File: src/rtl/dcr_pkg.sv
package dcr_pkg;

    localparam int DATA_W   = 32;
    localparam int ADDR_W   = 3;
    localparam logic [7:0] CMD_KEEP = 8'h09;
    localparam int RUN_BIT  = 0;
    localparam int DIR_BIT  = 3;
    localparam logic [ADDR_W-1:0] A_CMD  = 3'd0;
    localparam logic [ADDR_W-1:0] A_STAT = 3'd1;

    typedef enum logic [1:0] {
        ACC_BYTE = 2'd0,
        ACC_HALF = 2'd1,
        ACC_WORD = 2'd2
    } acc_e;

    typedef struct packed {
        logic intr;
        logic err;
        logic busy;
    } stat_t;

    function automatic logic [DATA_W-1:0] width_mask(input logic [1:0] sz);
        case (sz)
            ACC_BYTE: width_mask = 32'h0000_00FF;
            ACC_HALF: width_mask = 32'h0000_FFFF;
            default:  width_mask = 32'hFFFF_FFFF;
        endcase
    endfunction

    function automatic logic [4:0] lane_shift(input logic [1:0] off);
        lane_shift = {off, 3'b000};
    endfunction

endpackage

File: src/rtl/dcr_cmd.sv
module dcr_cmd
    import dcr_pkg::*;
(
    input  logic              clk,
    input  logic              rst,
    input  logic              wr_en,
    input  logic [7:0]        wbyte,
    input  logic              busy,
    input  logic [DATA_W-1:0] base,
    output logic [7:0]        cmd,
    output logic              run_rise,
    output logic              kick,
    output logic [DATA_W-1:0] ptr
);
    assign run_rise = wr_en && wbyte[RUN_BIT] && !cmd[RUN_BIT];

    always_ff @(posedge clk) begin
        if (rst) begin
            cmd  <= '0;
            kick <= 1'b0;
            ptr  <= '0;
        end else begin
            kick <= run_rise && !busy;
            if (wr_en)
                cmd <= wbyte & CMD_KEEP;
            if (run_rise)
                ptr <= base;
        end
    end
endmodule

File: src/rtl/dcr_status.sv
module dcr_status
    import dcr_pkg::*;
(
    input  logic       clk,
    input  logic       rst,
    input  logic       wr_en,
    input  logic [7:0] wbyte,
    input  logic       set_busy,
    input  logic       done,
    input  logic       underrun,
    input  logic       dev_irq,
    output stat_t      st
);
    logic  irq_q;
    logic  irq_rise;
    stat_t st_n;

    assign irq_rise = dev_irq && !irq_q;

    always_comb begin
        st_n      = st;
        st_n.busy = set_busy ? 1'b1 : (done ? 1'b0 : st.busy);
        st_n.err  = underrun | (st.err  & ~(wr_en & wbyte[1]));
        st_n.intr = irq_rise | (st.intr & ~(wr_en & wbyte[2]));
    end

    always_ff @(posedge clk) begin
        if (rst) begin
            st    <= '0;
            irq_q <= 1'b0;
        end else begin
            st    <= st_n;
            irq_q <= dev_irq;
        end
    end
endmodule

File: src/rtl/dcr_base.sv
module dcr_base
    import dcr_pkg::*;
(
    input  logic              clk,
    input  logic              rst,
    input  logic              wr_en,
    input  logic [1:0]        off,
    input  logic [1:0]        sz,
    input  logic [DATA_W-1:0] wdata,
    output logic [DATA_W-1:0] base,
    output logic [DATA_W-1:0] rd_val
);
    logic [DATA_W-1:0] lanes;
    logic [DATA_W-1:0] placed;

    assign lanes  = width_mask(sz) << lane_shift(off);
    assign placed = (wdata << lane_shift(off)) & lanes & ~32'h3;
    assign rd_val = (base >> lane_shift(off)) & width_mask(sz);

    always_ff @(posedge clk) begin
        if (rst)
            base <= '0;
        else if (wr_en)
            base <= (base & ~lanes) | placed;
    end
endmodule

File: src/rtl/dcr_top.sv
module dcr_top
    import dcr_pkg::*;
(
    input  logic              clk,
    input  logic              rst,
    input  logic              reg_wr,
    input  logic [ADDR_W-1:0] reg_addr,
    input  logic [1:0]        reg_size,
    input  logic [DATA_W-1:0] wdata,
    output logic [DATA_W-1:0] rdata,
    input  logic              dev_irq,
    output logic              irq_out,
    input  logic              walk_done,
    input  logic              walk_underrun,
    output logic              walk_kick,
    output logic [DATA_W-1:0] walk_ptr,
    output logic              walk_abort,
    output logic              run_en,
    output logic              to_mem,
    output logic              chan_busy
);
    logic              hit_cmd, hit_stat, hit_base;
    logic [7:0]        cmd_q;
    logic              run_rise;
    stat_t             st_q;
    logic [DATA_W-1:0] base_q;
    logic [DATA_W-1:0] base_rd;

    assign hit_cmd  = (reg_addr == A_CMD);
    assign hit_stat = (reg_addr == A_STAT);
    assign hit_base = reg_addr[2];

    dcr_cmd u_cmd (
        .clk(clk), .rst(rst), .wr_en(reg_wr && hit_cmd), .wbyte(wdata[7:0]),
        .busy(st_q.busy), .base(base_q), .cmd(cmd_q), .run_rise(run_rise),
        .kick(walk_kick), .ptr(walk_ptr)
    );

    dcr_status u_stat (
        .clk(clk), .rst(rst), .wr_en(reg_wr && hit_stat), .wbyte(wdata[7:0]),
        .set_busy(run_rise), .done(walk_done), .underrun(walk_underrun),
        .dev_irq(dev_irq), .st(st_q)
    );

    dcr_base u_base (
        .clk(clk), .rst(rst), .wr_en(reg_wr && hit_base), .off(reg_addr[1:0]),
        .sz(reg_size), .wdata(wdata), .base(base_q), .rd_val(base_rd)
    );

    always_comb begin
        if (hit_base)
            rdata = base_rd;
        else if (hit_cmd)
            rdata = {24'b0, cmd_q} & width_mask(reg_size);
        else if (hit_stat)
            rdata = {29'b0, st_q};
        else
            rdata = '0;
    end

    assign irq_out    = dev_irq;
    assign walk_abort = rst && st_q.busy;
    assign run_en     = cmd_q[RUN_BIT];
    assign to_mem     = cmd_q[DIR_BIT];
    assign chan_busy  = st_q.busy;
endmodule

File: config.mk
export PLATFORM = sky130hd
export DESIGN_NAME = dcr_top
export DESIGN_NICKNAME = d
export VERILOG_FILES = /design/src/rtl/dcr_pkg.sv /design/src/rtl/dcr_cmd.sv /design/src/rtl/dcr_status.sv /design/src/rtl/dcr_base.sv /design/src/rtl/dcr_top.sv
export SDC_FILE = /design/constraint.sdc
export NUM_CORES = 1
export LEC_CHECK = 0
export ABC_AREA = 1
export BUFFER_PORTS_ARGS = -buffer_cell sky130_fd_sc_hd__buf_2
export CORE_MARGIN = 8
export CORE_UTILIZATION = 47
export DETAILED_ROUTE_END_ITERATION = 10
export PLACE_DENSITY = 0.77
export SYNTH_ARGS = -nofsm -noshare
export SYNTH_HDL_FRONTEND = slang
export SYNTH_SLANG_ARGS = --single-unit
File: constraint.sdc
create_clock -name clk -period 1.5 [get_ports clk]
set_input_delay 0 -clock clk [delete_from_list [all_inputs] [get_ports clk]]
set_output_delay 0 -clock clk [all_outputs]
set_load 0.005 [all_outputs]
# [Word-level counts from Yosys, hierarchy flattened]
# Cells that the tools add are included.
[totals] reg_bits=71 latchBits=0 ram_bits=0 rom_bits=0 in_bits=43 out_inout_bits=70 elab_cells=49 mem_count=0
[classes] n_addsub=0 n_mul=0 div_mod_pow=0 n_lt_le_gt_ge=0 n_eq_ne=2 shifts=3 n_mux=8 bitwise=14 n_reduce_logical=14
[op_table] op="two-way mux 32 bit" count=4
[op_table] op="AND 32 bit" count=3
[op_table] op="one-hot mux 32 bit (2 select lines)" count=1
[op_table] op="left shift 32 x 5 -> 32 bit" count=2
[op_table] op="AND 4 x 32 -> 32 bit" count=1
[op_table] op="inverter 32 bit" count=1
[op_table] op="bitwise OR 32 bit" count=1
[op_table] op="right shift 32 x 5 -> 32 bit" count=1
[op_table] op="logical AND 1 bit" count=8
[op_table] op="AND 1 bit" count=4
[op_table] op="equality test 3 x 1 -> 1 bit (second input constant)" count=1
[op_table] op="zero test 1 bit" count=3
[op_table] op="zero test 3 bit" count=1
[op_table] op="two-way mux 3 bit" count=1
[op_table] op="equality test 2 x 1 -> 1 bit (second input constant)" count=1
[op_table] op="zero test 2 bit" count=1
[op_table] op="two-way mux 1 bit" count=2
[op_table] op="inverter 1 bit" count=2
[op_table] op="bitwise OR 1 bit" count=2
[op_table] op="nonzero test 2 bit" count=1

# [Longest topological paths before layout]
# Gate-level depths: netlist of run 1.
[depth] ltp_word=7 mapped_depth=9 mapped_depth_nobuf=7

# [Modules after synthesis]
# A second synthesis of run 1 with hierarchy kept.
[hier_totals] hier_cells=769 area_unflattened_um2=4533.1
[by_module_without_submodules] module="dcr_base" n_inst=1 cells_per_inst=435 area_per_inst_um2=2508.7 seq_area_each_um2=640.6
[by_module_without_submodules] module="dcr_cmd" n_inst=1 cells_per_inst=224 area_per_inst_um2=1470.2 seq_area_each_um2=700.7
[by_module_without_submodules] module="dcr_top" n_inst=1 cells_per_inst=92 area_per_inst_um2=410.4 seq_area_each_um2=0.0
[by_module_without_submodules] module="dcr_status" n_inst=1 cells_per_inst=18 area_per_inst_um2=143.9 seq_area_each_um2=80.1

# [Worst setup path before layout of run 1]
# No wires, ideal clock.
[synth_timing] kind="reg2reg" from="register u_cmd.cmd[0]" to="register u_cmd.ptr[0]" setup_ns=0.113 arrival_ns=0.960 required_time_ns=1.387 setup_slack_ns=0.427 stages_incl_launch_ff=6 n_path_buf=1 synth_period_minus_slack_ns=1.073 cell_sequence="dfxtp_1 -> inv_1 -> buf_1 -> nand3_1 -> nand2_1 -> nor2_1"
[synth_between] elab_chain_len=2
[synth_lines] item="from (decl)" line_no="dcr_cmd.sv:10" rtl="output logic [7:0] cmd,"
[synth_lines] item="from (signal assigned)" line_no="dcr_cmd.sv:25" rtl="cmd <= wbyte & CMD_KEEP;"
[synth_lines] item="zero test 1 bit" line_no="dcr_cmd.sv:15" rtl="assign run_rise = wr_en && wbyte[RUN_BIT] && !cmd[RUN_BIT];"
[synth_lines] item="logical AND 1 bit" line_no="dcr_cmd.sv:15"
[synth_lines] item="to (signal assigned)" line_no="dcr_cmd.sv:27" rtl="ptr <= base;"
[synth_lines] item="to (decl)" line_no="dcr_cmd.sv:13" rtl="output logic [DATA_W-1:0] ptr"
# Every way passes these cells.
# A chain may end at the register's enable or synchronous reset.

==> results of run 1 <==
==> stage by stage <==
| stage | utilization (%) | hold WS [ns] | cells | total power [uW] |
|---|---|---|---|---|
| 2_1_floorplan | - | 0.08082 | 629 | 2450 |
| 3_3_place_gp | 56.33 | 0.1845 | 829 | 2717 |
| 6_report | 60.45 | 0.007090 | 858 | 4297 |
| 5_1_grt | 60.45 | 0.03403 | 858 | 4480 |
| 3_5_place_dp | 56.33 | 0.1871 | 829 | 2725 |
| 4_1_cts | 60.48 | 0.006405 | 859 | 4297 |
==> worst min-delay path: cells and delay by family <==
family / cells / cell delay [ns]
buffers and inverters: 1 / 0.09
and+or+nand+nor: 4 / 0.24
==> power groups by stage <==
stage               sequential (uW)  combinational (uW)  clock (uW)
floorplan                      2030                 425           0
global placement               2030                 685           0
detailed placement             2030                 691           0
CTS                            1990                 724        1580
global route                   2000                 813        1670
finish                         1990                 731        1580
==> cell usage in the layout (no fill, tap or decap), types with 8 or more instances in the layout <==
cell type	n
dfxtp_1	71
inv_1	60
a21oi_1	19
clkbuf_8	9
nor2_1	123
o21ai_0	16
buf_4	16
buf_2	111
nand2_1	190
dlygate4sd3_1	13
nand3_1	53
nand4_1	8
==> cell families (layout without fill, tap and decap cells) <==
logic type	Yosys count	after routing	share of synthesized area (%)
buffers and inverters	103	227	11.83
and+or+nand+nor	391	391	41.83
DFF	71	71	36.41
AOI/OAI and AO/OA	64	64	9.936
==> metal layers <==
metal | vias up | wire [um] | global-route usage [%]
li1 | 2196 | - | -
met1 | 1987 | 5792 | 29.49
met2 | 197 | 6522 | 39.94
met3 | 20 | 1300 | 6.359
met4 | 0 | 218 | 8.844
met5 | - | 0 | 0
==> what timing repair did <==
item,CTS,global route
hold buffers,14,0
endpoints found under the setup margin,0,3
hold endpoints to repair,14,0
gates resized for setup,0,2
setup buffers,0,0
==> worst min path at each step <==
| stage | startpoint | to |
|---|---|---|
| after floorplan | dev_irq | irq_out |
| after global placement | dev_irq | irq_out |
| after detailed placement | dev_irq | irq_out |
| after CTS | wdata[16] | flip-flop |
| after global routing | wdata[18] | flip-flop |
| final | wdata[18] | flip-flop |
==> area by class of cell <==
| cell class | count | area [sq um] | share of cell area, % |
|---|---|---|---|
| clock buffers | 10 | 127.6 | 2.595 |
| clock inverters | 6 | 70.07 | 1.425 |
| inverters | 66 | 247.7 | 5.038 |
| multi-input cells | 455 | 2021 | 41.09 |
| flip-flops and latches | 71 | 1421 | 28.91 |
| well taps | 105 | 131.4 | 2.672 |
| repair buffers | 145 | 898.4 | 18.27 |
==> out/qor.txt, run 1 <==
status: complete, no violations
HP Class: primary input to flip-flop
vias in the first global route: 4,433
CP Capture Point: rdata[6]
ranking of synthesized cells by area: dfxtp_1 (36%), nand2_1 (18%), nor2_1 (12%)
Core Region: 8134 sq um
leakage: 0.002478 uW
Routed Antenna Nets: 0
Seq/Total Area, Yosys: 36.41%
Cell Pwr Density: 873.9 nW/um^2
#FFs+latches synth: 71
R2R Setup Slk: 0.37 ns
Worst-Margin Slew: 0.5922 ns
initial antenna violation count: 0
biggest area consumer among synthesized cells: dfxtp_1
crit-path max FO: 4
Clk Latency, worst-skew pair: 0.35 ns
critical path data required time: 1.50 ns
CTS H-tree lvls: 3
Internal: 3001 uW
unrepaired setup endpoints after global routing: no
Remaining DRCs: 0
critical path depth: 6
# Max-Cap Violations: 0
Gate power share: 17.0%
DR iter-0 viols: 285
VDD IR max: 0.4030 mV
routed via count: 4,400
Synth top area share: 36.41%
Clk pwr share: 36.7%
TritonCTS clock tree: built
Sw Ratio: 30.17%
num ports: 113
Flop pwr share: 46.3%
gr usage total: 24.20%
yosys warns: 0
clock transition at the registers of the reported paths: 0.08 ns
most frequent cell after synthesis: nand2_1
EDFF count, synth: 0
Post-Syn Instances: 629
Pins Over Slew Limit: 0
Async SR Flop Fraction: 0%
crit start category: flip-flop
mapped cell area: 3904 sq um
Cell variety after synth: 30
Clock Tree Buf Depth: 2
Initial Utilization: 47.99%
period utilization: 92.02%
switching pwr: 1297 uW
grt total ovfl: 0
slowest CP cell: dfxtp_1
Placed Instance Area: 4582 sq um
vias per inst: 5.128
Total Nets Final: 791
Primary FF master, synth: dfxtp_1
ratio of cells with drive above 1 in the final layout: 21.51%
Worst path most repeated cell: nand2_1
Setup TNS Final: 0 ns
Final Hold Viols: 0
Top delay family on crit path: flip-flops
final worst setup slack: 0.1197 ns
R2R Path End: u_cmd.ptr[18]$_SDFFE_PP0P_
Root Buffer: clkbuf_8
Avg WL per Cell: 16.12 um
worst slack, placed: 0.1419 ns
Clock Sinks: 71
IO Port Bufs: 112
WP data arrival: 1.38 ns
Layout area overhead: 25.96%
first-pass GRT wire length: 22.05 mm
CP Capture Type: primary output
crit-path max cell delay: 0.34 ns
fillers: 804
DR pass1 iterations: 5
Die Ht: 107.1 um
post-DP HPWL: 10.34 mm
largest net degree at the start of global routing: 53
hold path depth: 5
Register-to-Register Path Depth: 5
Tmin final: 1.380 ns
# diodes: 0
worst clock skew: 0.01051 ns
Crit Path Class: flip-flop to primary output
Peak Freq: 724.5 MHz
Avg Cell Area, Syn: 6.206 sq um
row count: 33
CTS Buf Count: 9
Die X: 107.1 um
Reg-to-Reg Start: u_cmd.cmd[0]$_SDFFE_PP0P_
critical-path cell list: inv_1 > nand2_1 > o21a_1 > nand2_1 > a21oi_1 > buf_2
Synth Net Count: 672
final setup fails: 0
routability cong.: 0.9755
Detailed Route WL: 13.83 mm
worst path bufs/invs: 2
relative slew slack: 60.33%
most instantiated cells after synthesis: nand2_1 (190), nor2_1 (123), dfxtp_1 (71)
DIE AREA: 11,480 sq um
design area: 4917 sq um
Note: power is estimated with default switching activity, not from simulation.
==> run 2, diff against run 1 <==
Settings changed: CAP_MARGIN from default to 10, CORE_UTILIZATION 47 to 50, GPL_TIMING_DRIVEN from default to 0, PLACE_DENSITY 0.77 to 0.81.
==> out/qor.txt, run 2 (synthesis results as in run 1) <==
Clk Latency, worst-skew pair: 0.36 ns (about the same)
post-CTS setup buffers: 0 (unchanged)
# Max-Cap Violations: 0 (unchanged)
WHS: 0.001003 ns (-0.006087 ns)
R2R Setup Slk: 0.09 ns (-0.28 ns)
routability cong.: 0.9520 (-2.4%)
final worst setup slack: 0.06547 ns (-0.05425 ns)
Internal: 3337 uW (+11%)
worst slack, placed: 0.08436 ns (-0.05751 ns)
crit start category: flip-flop
WP data arrival: 1.43 ns (+0.05 ns)
HP Class: primary input to flip-flop
Avg WL per Cell: 16.49 um (+2.3%)
Peak Freq: 697.1 MHz (-3.8%)
worst clock skew: 0.007816 ns (-0.002694 ns)
status: complete, no violations
Core Region: 7647 sq um (-6.0%)
Tmin final: 1.435 ns (+0.05425 ns)
# diodes: 0 (unchanged)
worst path bufs/invs: 2 (unchanged)
Routed Antenna Nets: 0 (unchanged)
switching pwr: 1314 uW (+1.3%)
commonest non-fill, non-tap cells in the layout: nand2_1 (189), nor2_1 (123), buf_2 (122)
Die X: 104.4 um (-2.6%)
unrepaired setup endpoints after global routing: no
fillers: 740 (-8.0%)
Worst-Margin Slew: 0.6487 ns (+0.05650 ns)
area of the multi-input gates: 2031 sq um (+0.50%)
period utilization: 95.64% (+3.6 points)
critical path data required time: 1.50 ns (about the same)
num ports: 113 (unchanged)
Final Hold Viols: 0 (unchanged)
Register-to-Register Path Depth: 5 (unchanged)
IO Port Bufs: 111 (-0.89%)
post-DP HPWL: 11.27 mm (+9.0%)
Top delay family on crit path: flip-flops
clock transition at the registers of the reported paths: 0.08 ns (about the same)
DIE AREA: 10,890 sq um (-5.1%)
Reg-to-Reg Start: u_cmd.cmd[0]$_SDFFE_PP0P_
leakage: 0.002530 uW (+2.1%)
initial antenna violation count: 0 (unchanged)
routed via count: 4,552 (+3.5%)
Layout area overhead: 28.11%
Initial Utilization: 51.05% (+3.1 points)
crit-path max cell delay: 0.35 ns (about the same)
Crit Path Class: flip-flop to primary output
Worst path most repeated cell: nand2_1
Setup TNS Final: 0 ns (unchanged)
hold path depth: 5 (unchanged)
CP Capture Type: primary output
Pins Over Slew Limit: 0 (unchanged)
largest net degree at the start of global routing: 14 (-74%)
Clock Sinks: 71 (unchanged)
CTS H-tree lvls: 3 (unchanged)
Total Nets Final: 809 (+2.3%)
DR iter-0 viols: 315 (+11%)
Root Buffer: clkbuf_8
final setup fails: 0 (unchanged)
R2R Path End: u_cmd.ptr[25]$_SDFFE_PP0P_
Sw Ratio: 28.25% (-1.9 points)
grt total ovfl: 0 (unchanged)
row count: 32 (-3.0%)
relative slew slack: 56.59% (-3.7 points)
TritonCTS clock tree: built
DR pass1 iterations: 5 (unchanged)
critical-path cell list: inv_1 > nand2_1 > o21a_1 > nand2_1 > a21oi_1 > buf_2
slowest CP cell: dfxtp_1
Flop pwr share: 42.7% (-3.6 points)
Hold Crit Start: wdata[16]
Die Ht: 104.4 um (-2.6%)
CTS Buf Count: 9 (unchanged)
Clk pwr share: 41.0% (+4.3 points)
Storage cell area: 1421 sq um (unchanged)
Cell Pwr Density: 929.9 nW/um^2 (+6.4%)
crit-path max FO: 4 (unchanged)
Remaining DRCs: 0 (unchanged)
first-pass GRT wire length: 22.97 mm (+4.2%)
gr usage total: 26.22% (+2.0 points)
Gate power share: 16.2% (-0.8 points)
vias per inst: 5.214 (+1.7%)
vias in the first global route: 4,419 (-0.32%)
VDD IR max: 0.4344 mV (+7.8%)
most common cell after layout, fill and taps aside: nand2_1
Clock Tree Buf Depth: 2 (unchanged)
ratio of cells with drive above 1 in the final layout: 22.31% (+0.79 points)
Detailed Route WL: 14.39 mm (+4.0%)
==> run 2: changes by cell type in the layout (fill, tap and decap cells not counted), sizes merged <==
cell,delta
clkbuf,+11
buf,+4
dlygate4sd3,+3
bufinv,+2
clkinvlp,-2
clkinv,+1
dlymetal6s4s,-1
==> run 2: area by class of cell <==
cell class	count	area share, %
clock inverters	7	2.402
flip-flops and latches	71	28.42
multi-input cells	455	40.61
inverters	66	4.954
plain buffers	37	4.378
repair buffers	126	14.21
clock buffers	9	2.477
well taps	102	2.552
==> run 2: worst min-delay path, stage by stage <==
cell     delay (ns)
buf_2          0.09
nand2_1        0.05
nand3_1        0.07
nor2_1         0.04
nor2_1         0.08
==> run 2: power by group through the flow <==
| stage | logic, uW | registers (uW) | clock network (uW) |
|---|---|---|---|
| floorplan | 425 | 2030 | 0 |
| global placement | 696 | 2030 | 0 |
| detailed placement | 702 | 2030 | 0 |
| CTS | 742 | 1990 | 1920 |
| global route | 832 | 1990 | 2000 |
| finish | 755 | 1990 | 1910 |
==> run 2: what timing repair did <==
item | CTS | global route
hold endpoints to repair | 13 | 0
pin swaps | 0 | 1
gates resized for setup | 1 | 9
hold buffers | 16 | 0
setup endpoints to repair | 1 | 11
cloned | 0 | 0
==> run 2: worst max-delay path by stage <==
stage / slack (ns) / cells past startpoint / end / startpoint
after floorplan: 0.43 / 5 / u_cmd.ptr[0]$_SDFFE_PP0P_ / u_cmd.cmd[0]$_SDFFE_PP0P_
after global placement: 0.14 / 5 / u_cmd.ptr[2]$_SDFFE_PP0P_ / u_cmd.cmd[0]$_SDFFE_PP0P_
after detailed placement: 0.08 / 4 / u_cmd.kick$_SDFF_PP0_ / u_cmd.cmd[0]$_SDFFE_PP0P_
after CTS: 0.02 / 6 / flip-flop / rst
after global routing: 0.0008 / 6 / flip-flop / rst
final: 0.07 / 6 / rdata[6] / flip-flop
==> run 2: per-stage QoR <==
step           cells  total power, uW  util [%]  cell area (sq um)
4_1_cts          874             4645     65.27               4991
3_5_place_dp     842             2732     59.98               4587
3_3_place_gp     842             2724     59.98               4587
6_report         873             4651     65.40               5001
2_1_floorplan    629             2450         -               3904
5_1_grt          873             4824     65.40               5001
==> run 2: metal layers <==
layer	part of all wire, %	track usage, %
met1	42	32.33
met2	46	42.49
met5	0	0
met4	3.5	11.69
met3	8.4	5.886
